**config.mk**
```make
export PLATFORM = sky130hd
export DESIGN_NAME = eeprom_serial_slave
export DESIGN_NICKNAME = d
export VERILOG_FILES = /design/src/rtl/esl_pkg.sv /design/src/rtl/esl_line_sync.sv /design/src/rtl/esl_cond_detect.sv /design/src/rtl/esl_ctrl.sv /design/src/rtl/eeprom_serial_slave.sv
export SDC_FILE = /design/constraint.sdc
export NUM_CORES = 1
export LEC_CHECK = 0
export ABC_AREA = 1
export BUFFER_PORTS_ARGS = -buffer_cell sky130_fd_sc_hd__buf_2
export CORE_ASPECT_RATIO = 1.2
export CORE_MARGIN = 2
export CORE_UTILIZATION = 57
export DETAILED_ROUTE_END_ITERATION = 7
export GPL_ROUTABILITY_DRIVEN = 0
export PLACE_DENSITY = 0.8
export SETUP_SLACK_MARGIN = 0.02
export SLEW_MARGIN = 10
export SYNTH_ARGS = -nofsm -noshare
export SYNTH_HDL_FRONTEND = slang
export SYNTH_HIERARCHICAL = 1
export SYNTH_SLANG_ARGS = --single-unit
```
**constraint.sdc**
```tcl
create_clock -name clk -period 2.5 [get_ports clk]
set_clock_uncertainty 0.2 [all_clocks]
set_input_delay 0.375 -clock clk [delete_from_list [all_inputs] [get_ports clk]]
set_output_delay 0.375 -clock clk [all_outputs]
set_load 0.02 [all_outputs]
```
**src/rtl/esl_pkg.sv**
```systemverilog
package esl_pkg;
  localparam logic [3:0] TYPE_ID = 4'b1010;

  typedef enum logic [2:0] {
    ST_IDLE,
    ST_DEV,
    ST_WADDR,
    ST_WDATA,
    ST_RDATA
  } esl_state_e;
endpackage

```
**src/rtl/esl_line_sync.sv**
```systemverilog
module esl_line_sync #(
  parameter int STAGES = 2
) (
  input  logic clk,
  input  logic rst_n,
  input  logic d,
  output logic q,
  output logic q_prev
);
  logic [STAGES-1:0] chain;

  always_ff @(posedge clk) begin
    if (!rst_n) begin
      chain  <= '1;
      q_prev <= 1'b1;
    end else begin
      chain  <= {chain[STAGES-2:0], d};
      q_prev <= chain[STAGES-1];
    end
  end

  assign q = chain[STAGES-1];
endmodule

```
**src/rtl/esl_cond_detect.sv**
```systemverilog
module esl_cond_detect (
  input  logic scl_now,
  input  logic scl_was,
  input  logic sda_now,
  input  logic sda_was,
  output logic scl_rise,
  output logic scl_fall,
  output logic start_det,
  output logic stop_det
);
  logic scl_held_high;

  assign scl_held_high = scl_now & scl_was;
  assign scl_rise      = scl_now & ~scl_was;
  assign scl_fall      = ~scl_now & scl_was;
  assign start_det     = scl_held_high & sda_was & ~sda_now;
  assign stop_det      = scl_held_high & ~sda_was & sda_now;
endmodule

```
**src/rtl/esl_ctrl.sv**
```systemverilog
module esl_ctrl
  import esl_pkg::*;
#(
  parameter int AW = 8
) (
  input  logic          clk,
  input  logic          rst_n,
  input  logic          scl_rise,
  input  logic          scl_fall,
  input  logic          start_det,
  input  logic          stop_det,
  input  logic          sda_lvl,
  input  logic [2:0]    strap_sel,
  input  logic          wr_busy,
  output logic          sda_oe,
  output logic          wr_valid,
  input  logic          wr_ready,
  output logic [AW-1:0] wr_addr,
  output logic [7:0]    wr_data,
  output logic          wr_commit,
  output logic          rd_valid,
  input  logic          rd_ready,
  output logic [AW-1:0] rd_addr,
  input  logic [7:0]    rd_data,
  output esl_state_e    st_o
);
  localparam logic [3:0] LAST_BIT = 4'd8;
  localparam logic [3:0] ACK_CLK  = 4'd9;

  esl_state_e    st;
  logic [3:0]    bit_cnt;
  logic [7:0]    rx_sh;
  logic [7:0]    tx_sh;
  logic [7:0]    rd_buf;
  logic [AW-1:0] ptr;
  logic          dir_rd;
  logic          wrote;
  logic          addr_hit;

  // device byte compare: type code, straps, and no write cycle running
  assign addr_hit = (rx_sh[7:4] == TYPE_ID) && (rx_sh[3:1] == strap_sel) && !wr_busy;
  assign rd_addr  = ptr;
  assign st_o     = st;

  always_ff @(posedge clk) begin
    if (!rst_n) begin
      st        <= ST_IDLE;
      bit_cnt   <= '0;
      rx_sh     <= '0;
      tx_sh     <= '1;
      rd_buf    <= '1;
      ptr       <= '0;
      dir_rd    <= 1'b0;
      wrote     <= 1'b0;
      sda_oe    <= 1'b0;
      wr_valid  <= 1'b0;
      wr_addr   <= '0;
      wr_data   <= '0;
      wr_commit <= 1'b0;
      rd_valid  <= 1'b0;
    end else begin
      wr_commit <= 1'b0;

      if (wr_valid && wr_ready) wr_valid <= 1'b0;
      if (rd_valid && rd_ready) begin
        rd_valid <= 1'b0;
        rd_buf   <= rd_data;
        ptr      <= ptr + AW'(1);
      end

      if (stop_det) begin
        st      <= ST_IDLE;
        sda_oe  <= 1'b0;
        bit_cnt <= '0;
        if (wrote) begin
          wr_commit <= 1'b1;
          wrote     <= 1'b0;
        end
      end else if (start_det) begin
        st      <= ST_DEV;
        sda_oe  <= 1'b0;
        bit_cnt <= '0;
      end else if (st != ST_IDLE) begin
        if (scl_rise) begin
          if (bit_cnt < LAST_BIT) rx_sh <= {rx_sh[6:0], sda_lvl};
          if (bit_cnt != ACK_CLK) bit_cnt <= bit_cnt + 4'd1;
          // master answer to a byte sent by the block
          if (bit_cnt == LAST_BIT && st == ST_RDATA) begin
            if (sda_lvl) st <= ST_IDLE;
            else         rd_valid <= 1'b1;
          end
        end else if (scl_fall) begin
          if (bit_cnt == LAST_BIT) begin
            // eighth clock over: decide on the acknowledge
            case (st)
              ST_DEV: begin
                if (addr_hit) begin
                  sda_oe <= 1'b1;
                  dir_rd <= rx_sh[0];
                  if (rx_sh[0]) rd_valid <= 1'b1;
                end else begin
                  st <= ST_IDLE;
                end
              end
              ST_WADDR: begin
                sda_oe <= 1'b1;
                ptr    <= rx_sh[AW-1:0];
              end
              ST_WDATA: begin
                sda_oe   <= 1'b1;
                wr_valid <= 1'b1;
                wr_addr  <= ptr;
                wr_data  <= rx_sh;
                ptr      <= ptr + AW'(1);
                wrote    <= 1'b1;
              end
              default: sda_oe <= 1'b0;
            endcase
          end else if (bit_cnt == ACK_CLK) begin
            // ninth clock over: release or start the next byte
            bit_cnt <= '0;
            case (st)
              ST_DEV: begin
                if (dir_rd) begin
                  st     <= ST_RDATA;
                  sda_oe <= ~rd_buf[7];
                  tx_sh  <= {rd_buf[6:0], 1'b1};
                end else begin
                  st     <= ST_WADDR;
                  sda_oe <= 1'b0;
                end
              end
              ST_WADDR: begin
                st     <= ST_WDATA;
                sda_oe <= 1'b0;
              end
              ST_RDATA: begin
                sda_oe <= ~rd_buf[7];
                tx_sh  <= {rd_buf[6:0], 1'b1};
              end
              default: sda_oe <= 1'b0;
            endcase
          end else if (st == ST_RDATA && bit_cnt != 4'd0) begin
            sda_oe <= ~tx_sh[7];
            tx_sh  <= {tx_sh[6:0], 1'b1};
          end
        end
      end
    end
  end
endmodule

```
**src/rtl/eeprom_serial_slave.sv**
```systemverilog
module eeprom_serial_slave
  import esl_pkg::*;
#(
  parameter int MEM_BYTES   = 256,
  parameter int SYNC_STAGES = 2,
  localparam int AW = $clog2(MEM_BYTES)
) (
  input  logic          clk,
  input  logic          rst_n,
  input  logic          scl_in,
  input  logic          sda_in,
  output logic          sda_oe,
  input  logic [2:0]    strap_sel,
  input  logic          wr_busy,
  output logic          wr_valid,
  input  logic          wr_ready,
  output logic [AW-1:0] wr_addr,
  output logic [7:0]    wr_data,
  output logic          wr_commit,
  output logic          rd_valid,
  input  logic          rd_ready,
  output logic [AW-1:0] rd_addr,
  input  logic [7:0]    rd_data
);
  localparam int LINES = 2;

  logic [LINES-1:0] line_raw;
  logic [LINES-1:0] line_lvl;
  logic [LINES-1:0] line_prev;
  logic             scl_lvl;
  logic             sda_lvl;
  logic             scl_rise;
  logic             scl_fall;
  logic             start_det;
  logic             stop_det;
  esl_state_e       ctrl_st;

  assign line_raw = {sda_in, scl_in};

  for (genvar g = 0; g < LINES; g++) begin : g_sync
    esl_line_sync #(.STAGES(SYNC_STAGES)) i_sync (
      .clk    (clk),
      .rst_n  (rst_n),
      .d      (line_raw[g]),
      .q      (line_lvl[g]),
      .q_prev (line_prev[g])
    );
  end

  assign scl_lvl = line_lvl[0];
  assign sda_lvl = line_lvl[1];

  esl_cond_detect i_cond (
    .scl_now   (scl_lvl),
    .scl_was   (line_prev[0]),
    .sda_now   (sda_lvl),
    .sda_was   (line_prev[1]),
    .scl_rise  (scl_rise),
    .scl_fall  (scl_fall),
    .start_det (start_det),
    .stop_det  (stop_det)
  );

  esl_ctrl #(.AW(AW)) i_ctrl (
    .clk       (clk),
    .rst_n     (rst_n),
    .scl_rise  (scl_rise),
    .scl_fall  (scl_fall),
    .start_det (start_det),
    .stop_det  (stop_det),
    .sda_lvl   (sda_lvl),
    .strap_sel (strap_sel),
    .wr_busy   (wr_busy),
    .sda_oe    (sda_oe),
    .wr_valid  (wr_valid),
    .wr_ready  (wr_ready),
    .wr_addr   (wr_addr),
    .wr_data   (wr_data),
    .wr_commit (wr_commit),
    .rd_valid  (rd_valid),
    .rd_ready  (rd_ready),
    .rd_addr   (rd_addr),
    .rd_data   (rd_data),
    .st_o      (ctrl_st)
  );
endmodule

```
==> impl_metrics.yaml <==
sta:
  finalSetupTns_ns: 0
  setup_viol: 0
  final_period_minus_worst_setup_slack_ns: 2.337
  final.hold.worst_slack_ns: 0.01403
  max_freq_ghz: 0.4279
  post-route-period-util_pct: 93.49
  timing_max_transition_violations_final: 0
  max_slew.worst_pin.slew_ns: 0.5342
  relSlewSlack_pct: 64.38
  post-route-worst-setup-slack_ns: 0.1628
  grt_setup_unrepaired: "no"
  final_count_of_hold_timing_violations: 0
route:
  routed-via-count: 3136
  wire_per_inst_um: 13.25
  postRouteWirelength_um: 7621
  detail_route.vias_per_cell: 5.454
  drc: 0
  ant_nets: 0
  drt_iter0_markers: 342
  firstDrtPassIters: 5
setup_path:
  worst_r2r_endpoint: "i_ctrl/wr_data[7]$_SDFFE_PN0P_"
  crit_path_cell_trace: "inv_1 > nor2_1 > inv_1 > nor2_1 > nand2_2 > nor2_4 > inv_2 > nor2_4 > o21ai_0 > nor2_1"
  r2r-start: "g_sync[0].i_sync/q_prev$_SDFF_PN1_"
  r2r_cells: 10
  cpMostUsedCell: "sky130_fd_sc_hd__nor2_1"
  worstSetupStartpointType: "flip-flop"
  cp_data_required_time_ns: 2.59
  endpoint_kind: "flip-flop"
  path_max_fanout: 15
  worst_path_max_delay_cell: "sky130_fd_sc_hd__nor2_4"
  start_to_end_type_of_the_worst_setup_path: "flip-flop to flip-flop"
  r2r_slack_ns: 0.16
  critical_path.max_stage_delay_ns: 0.43
  cp.arrival_ns: 2.43
floorplanning:
  std_cell_rows: 30
  area_of_the_core_um2: 5593
  ios: 46
  die_x_um: 73.15
  die_area_um2: 6363
  initial_core_util_pct: 58.48
  chipHeight_um: 86.98
synthesis:
  synthesis.nets: 477
  synth.ff_latch_count: 66
  synth.yosys.warnings: 6
  synth-edff-count: 0
  synthCells: 455
  post_synthesis_cell_type_count: 38
  synth_async_sr_flop_share_pct: 0
  synth.yosys.seq_area_share_pct: 40.40
  mappedNetlistArea_um2: 3271
  synth-main-ff-cell: "sky130_fd_sc_hd__dfxtp_1"
  synthesized_area_divided_by_synthesized_cell_count_um2: 7.188
place:
  dpl.cell_count: 556
  detailed_place.area_um2: 3537
  numPortBuffers: 45
  place_worst_setup_slack_ns: 0.1981
  detailedPlacementHpwl_um: 5378
cells_and_area:
  filler_cell_count: 485
  area_delta_synth_final_pct: 15.26
  drive_above_1_share_pct: 18.20
  final_cell_count_no_fill: 575
  finalNetCount: 528
  antennaDiodeCount: 0
  final_cell_area_um2: 3770
  post-route-util_pct: 67.40
cts:
  clock_tree_from_tritoncts: "yes"
  cts_buffers: 9
  clkSinkCount: 66
  htree_levels: 3
  clk_root_buffer_cell: "sky130_fd_sc_hd__clkbuf_8"
  cts-root-to-sink-buffers: 2
  post_cts.repair.setup_buffers: 0
  clkLatencyLatePin_ns: 0.35
  post_cts_clock_slew_at_the_launch_and_capture_registers_of_the_worst_setup_and_hold_paths_ns: 0.07
pwr:
  power.leakage_nw: 1.812
  netSwitchingFraction_pct: 21.99
  p_int_mw: 1.563
  share_comb_of_total_power_pct: 3.2
  power_per_unit_of_standard_cell_area_nw_per_um2: 531.4
  sequentialPowerShare_pct: 52.8
  p_clk_share_pct: 44.0
  finalPower_mw: 2.003
  switch_pwr_mw: 0.4406
  vdd_ir_drop_max_mv: 0.3940
grt:
  maximum_number_of_pins_on_one_net_before_global_route_repair: 41
  global_route.usage.total_pct: 25.17
  grt.overflow.total: 0
  number_of_global_route_vias_before_repair: 2758
  first_pass_grt_wire_length_um: 12310
  grt_antenna_before_repair: 0
flow_run:
  timing.max_cap.violations: 0
min_path:
  hold_removal_path_class: "primary input to flip-flop"
  whs_path_depth: 3
  min_delay_worst_endpoint: "i_ctrl/rd_buf[2]$_SDFFE_PN1P_"
  startpoint_of_the_lowest_slack_hold_path: "rd_data[2]"
status:
  status: "finished, final reports clean"
## cell usage after synthesis (3+ instances only)
cell type                    n  area share (%)
sky130_fd_sc_hd__inv_1      55             6.3
sky130_fd_sc_hd__clkbuf_1    6            0.69
sky130_fd_sc_hd__xor2_1      5             1.3
sky130_fd_sc_hd__buf_6       3             1.0
sky130_fd_sc_hd__nand2_2     3            0.57
sky130_fd_sc_hd__inv_2       3            0.34
sky130_fd_sc_hd__dfxtp_1    66              40
sky130_fd_sc_hd__a21oi_1    31             4.7
sky130_fd_sc_hd__nor2_1     46             5.3
sky130_fd_sc_hd__o21ai_1     5            0.76
sky130_fd_sc_hd__buf_2       4            0.61
sky130_fd_sc_hd__ha_1        4             1.5
sky130_fd_sc_hd__o211ai_1    6             1.4
sky130_fd_sc_hd__o21ai_0    37             5.7
sky130_fd_sc_hd__nand4_1     6             1.1
sky130_fd_sc_hd__nor3_1      4            0.61
sky130_fd_sc_hd__nand3_1    29             4.4
sky130_fd_sc_hd__mux2i_1     6             1.8
sky130_fd_sc_hd__nand2_1   102              12
sky130_fd_sc_hd__a21oi_2    11             2.9
## power groups by stage
stage,combinational (mW),sequential (mW),clock (mW)
after floorplan,0.0357,1.08,0
after global placement,0.0606,1.08,0
after detailed placement,0.0614,1.08,0
after CTS,0.0641,1.06,0.902
after global routing,0.0723,1.06,0.941
final,0.0644,1.06,0.881
## layout make-up
class                   instances  area, um^2  share of cell area [%]
well taps                      64       80.08                   2.124
clock inverters                 5       53.80                   1.427
inverters                      60       229.0                   6.074
repair buffers                 53       290.3                   7.700
multi-input cells             316        1654                   43.88
clock buffers                  11       141.4                   3.750
flip-flops and latches         66        1321                   35.05
## repair_timing
| item | 4_1_cts | 5_1_grt |
|---|---|---|
| hold buffers | 2 | 0 |
| setup endpoints to repair | 0 | 7 |
| endpoints found under the hold margin | 2 | 0 |
| gates resized for setup | 0 | 2 |
## worst max path at each step
stage | from | to | slack, ns | cells after the start
floorplan | i_ctrl/bit_cnt[0]$_SDFFE_PP0P_ | i_ctrl/tx_sh[5]$_SDFFE_PN1P_ | 0.62 | 9
detailed placement | g_sync[0].i_sync/q_prev$_SDFF_PN1_ | i_ctrl/wr_data[7]$_SDFFE_PN0P_ | 0.20 | 11
global route | g_sync[0].i_sync/q_prev$_SDFF_PN1_ | i_ctrl/wr_data[7]$_SDFFE_PN0P_ | 0.009 | 10
finish | g_sync[0].i_sync/q_prev$_SDFF_PN1_ | i_ctrl/wr_data[7]$_SDFFE_PN0P_ | 0.16 | 10
CTS | g_sync[0].i_sync/q_prev$_SDFF_PN1_ | i_ctrl/wr_data[7]$_SDFFE_PN0P_ | 0.19 | 11
global placement | g_sync[0].i_sync/chain[1]$_SDFF_PN1_ | i_ctrl/bit_cnt[1]$_SDFFE_PP0P_ | 0.27 | 7
## cell families (layout without fill, tap and decap cells)
| kind of cell | after synthesis | in the layout | synth area share (%) |
|---|---|---|---|
| simple gates | 197 | 198 | 26.78 |
| compound gates | 102 | 102 | 18.40 |
| buf+inv | 74 | 129 | 9.449 |
| flops | 66 | 66 | 40.40 |
| xor+xnor | 6 | 6 | 1.607 |
| mux | 6 | 6 | 1.836 |
| fa+ha+maj | 4 | 4 | 1.530 |
## registers in the layout, indices dropped and copies added, names as in the netlist
signal and flops:
i_ctrl/st_o 3, i_ctrl/rd_addr 8, i_ctrl/rx_sh 8, i_ctrl/tx_sh 7
i_ctrl/wr_data 8, i_ctrl/wrote 1, g_sync.i_sync/chain 4, i_ctrl/wr_valid 1
i_ctrl/wr_addr 8, g_sync.i_sync/q_prev 2, i_ctrl/wr_commit 1, i_ctrl/dir_rd 1
i_ctrl/sda_oe 1, i_ctrl/bit_cnt 4, i_ctrl/rd_valid 1, i_ctrl/rd_buf 8
## layer usage
| metal | global-route usage [%] | part of all wire (%) | vias to the layer above |
|---|---|---|---|
| met1 | 30.38 | 44 | 1405 |
| li1 | - | - | 1594 |
| met3 | 5.093 | 5.2 | 19 |
| met4 | 14.14 | 2.5 | 0 |
| met2 | 41.28 | 48 | 118 |
| met5 | 0 | 0 | - |
## placed cells by master, fill, tap and decap left out, types with 5 or more instances in the layout
cell type                  count
sky130_fd_sc_hd__clkbuf_8     10
sky130_fd_sc_hd__xor2_1        5
sky130_fd_sc_hd__a21oi_1      31
sky130_fd_sc_hd__o21ai_1       5
sky130_fd_sc_hd__nand4_1       6
sky130_fd_sc_hd__nand3_1      29
sky130_fd_sc_hd__mux2i_1       6
sky130_fd_sc_hd__o21ai_0      37
sky130_fd_sc_hd__buf_4         6
sky130_fd_sc_hd__nor2_1       45
sky130_fd_sc_hd__o211ai_1      6
sky130_fd_sc_hd__inv_1        55
sky130_fd_sc_hd__nand2_1     102
sky130_fd_sc_hd__a21oi_2      11
sky130_fd_sc_hd__dfxtp_1      66
sky130_fd_sc_hd__buf_2        45
## worst max-delay path: cells and delay by family (launching register included)
kind / cells / cell delay (ns)
AOI/OAI and AO/OA: 1 / 0.13
buffers and inverters: 3 / 0.29
and+or+nand+nor: 6 / 1.27
DFF: 1 / 0.37
Note: power is estimated with default switching activity, not from simulation.
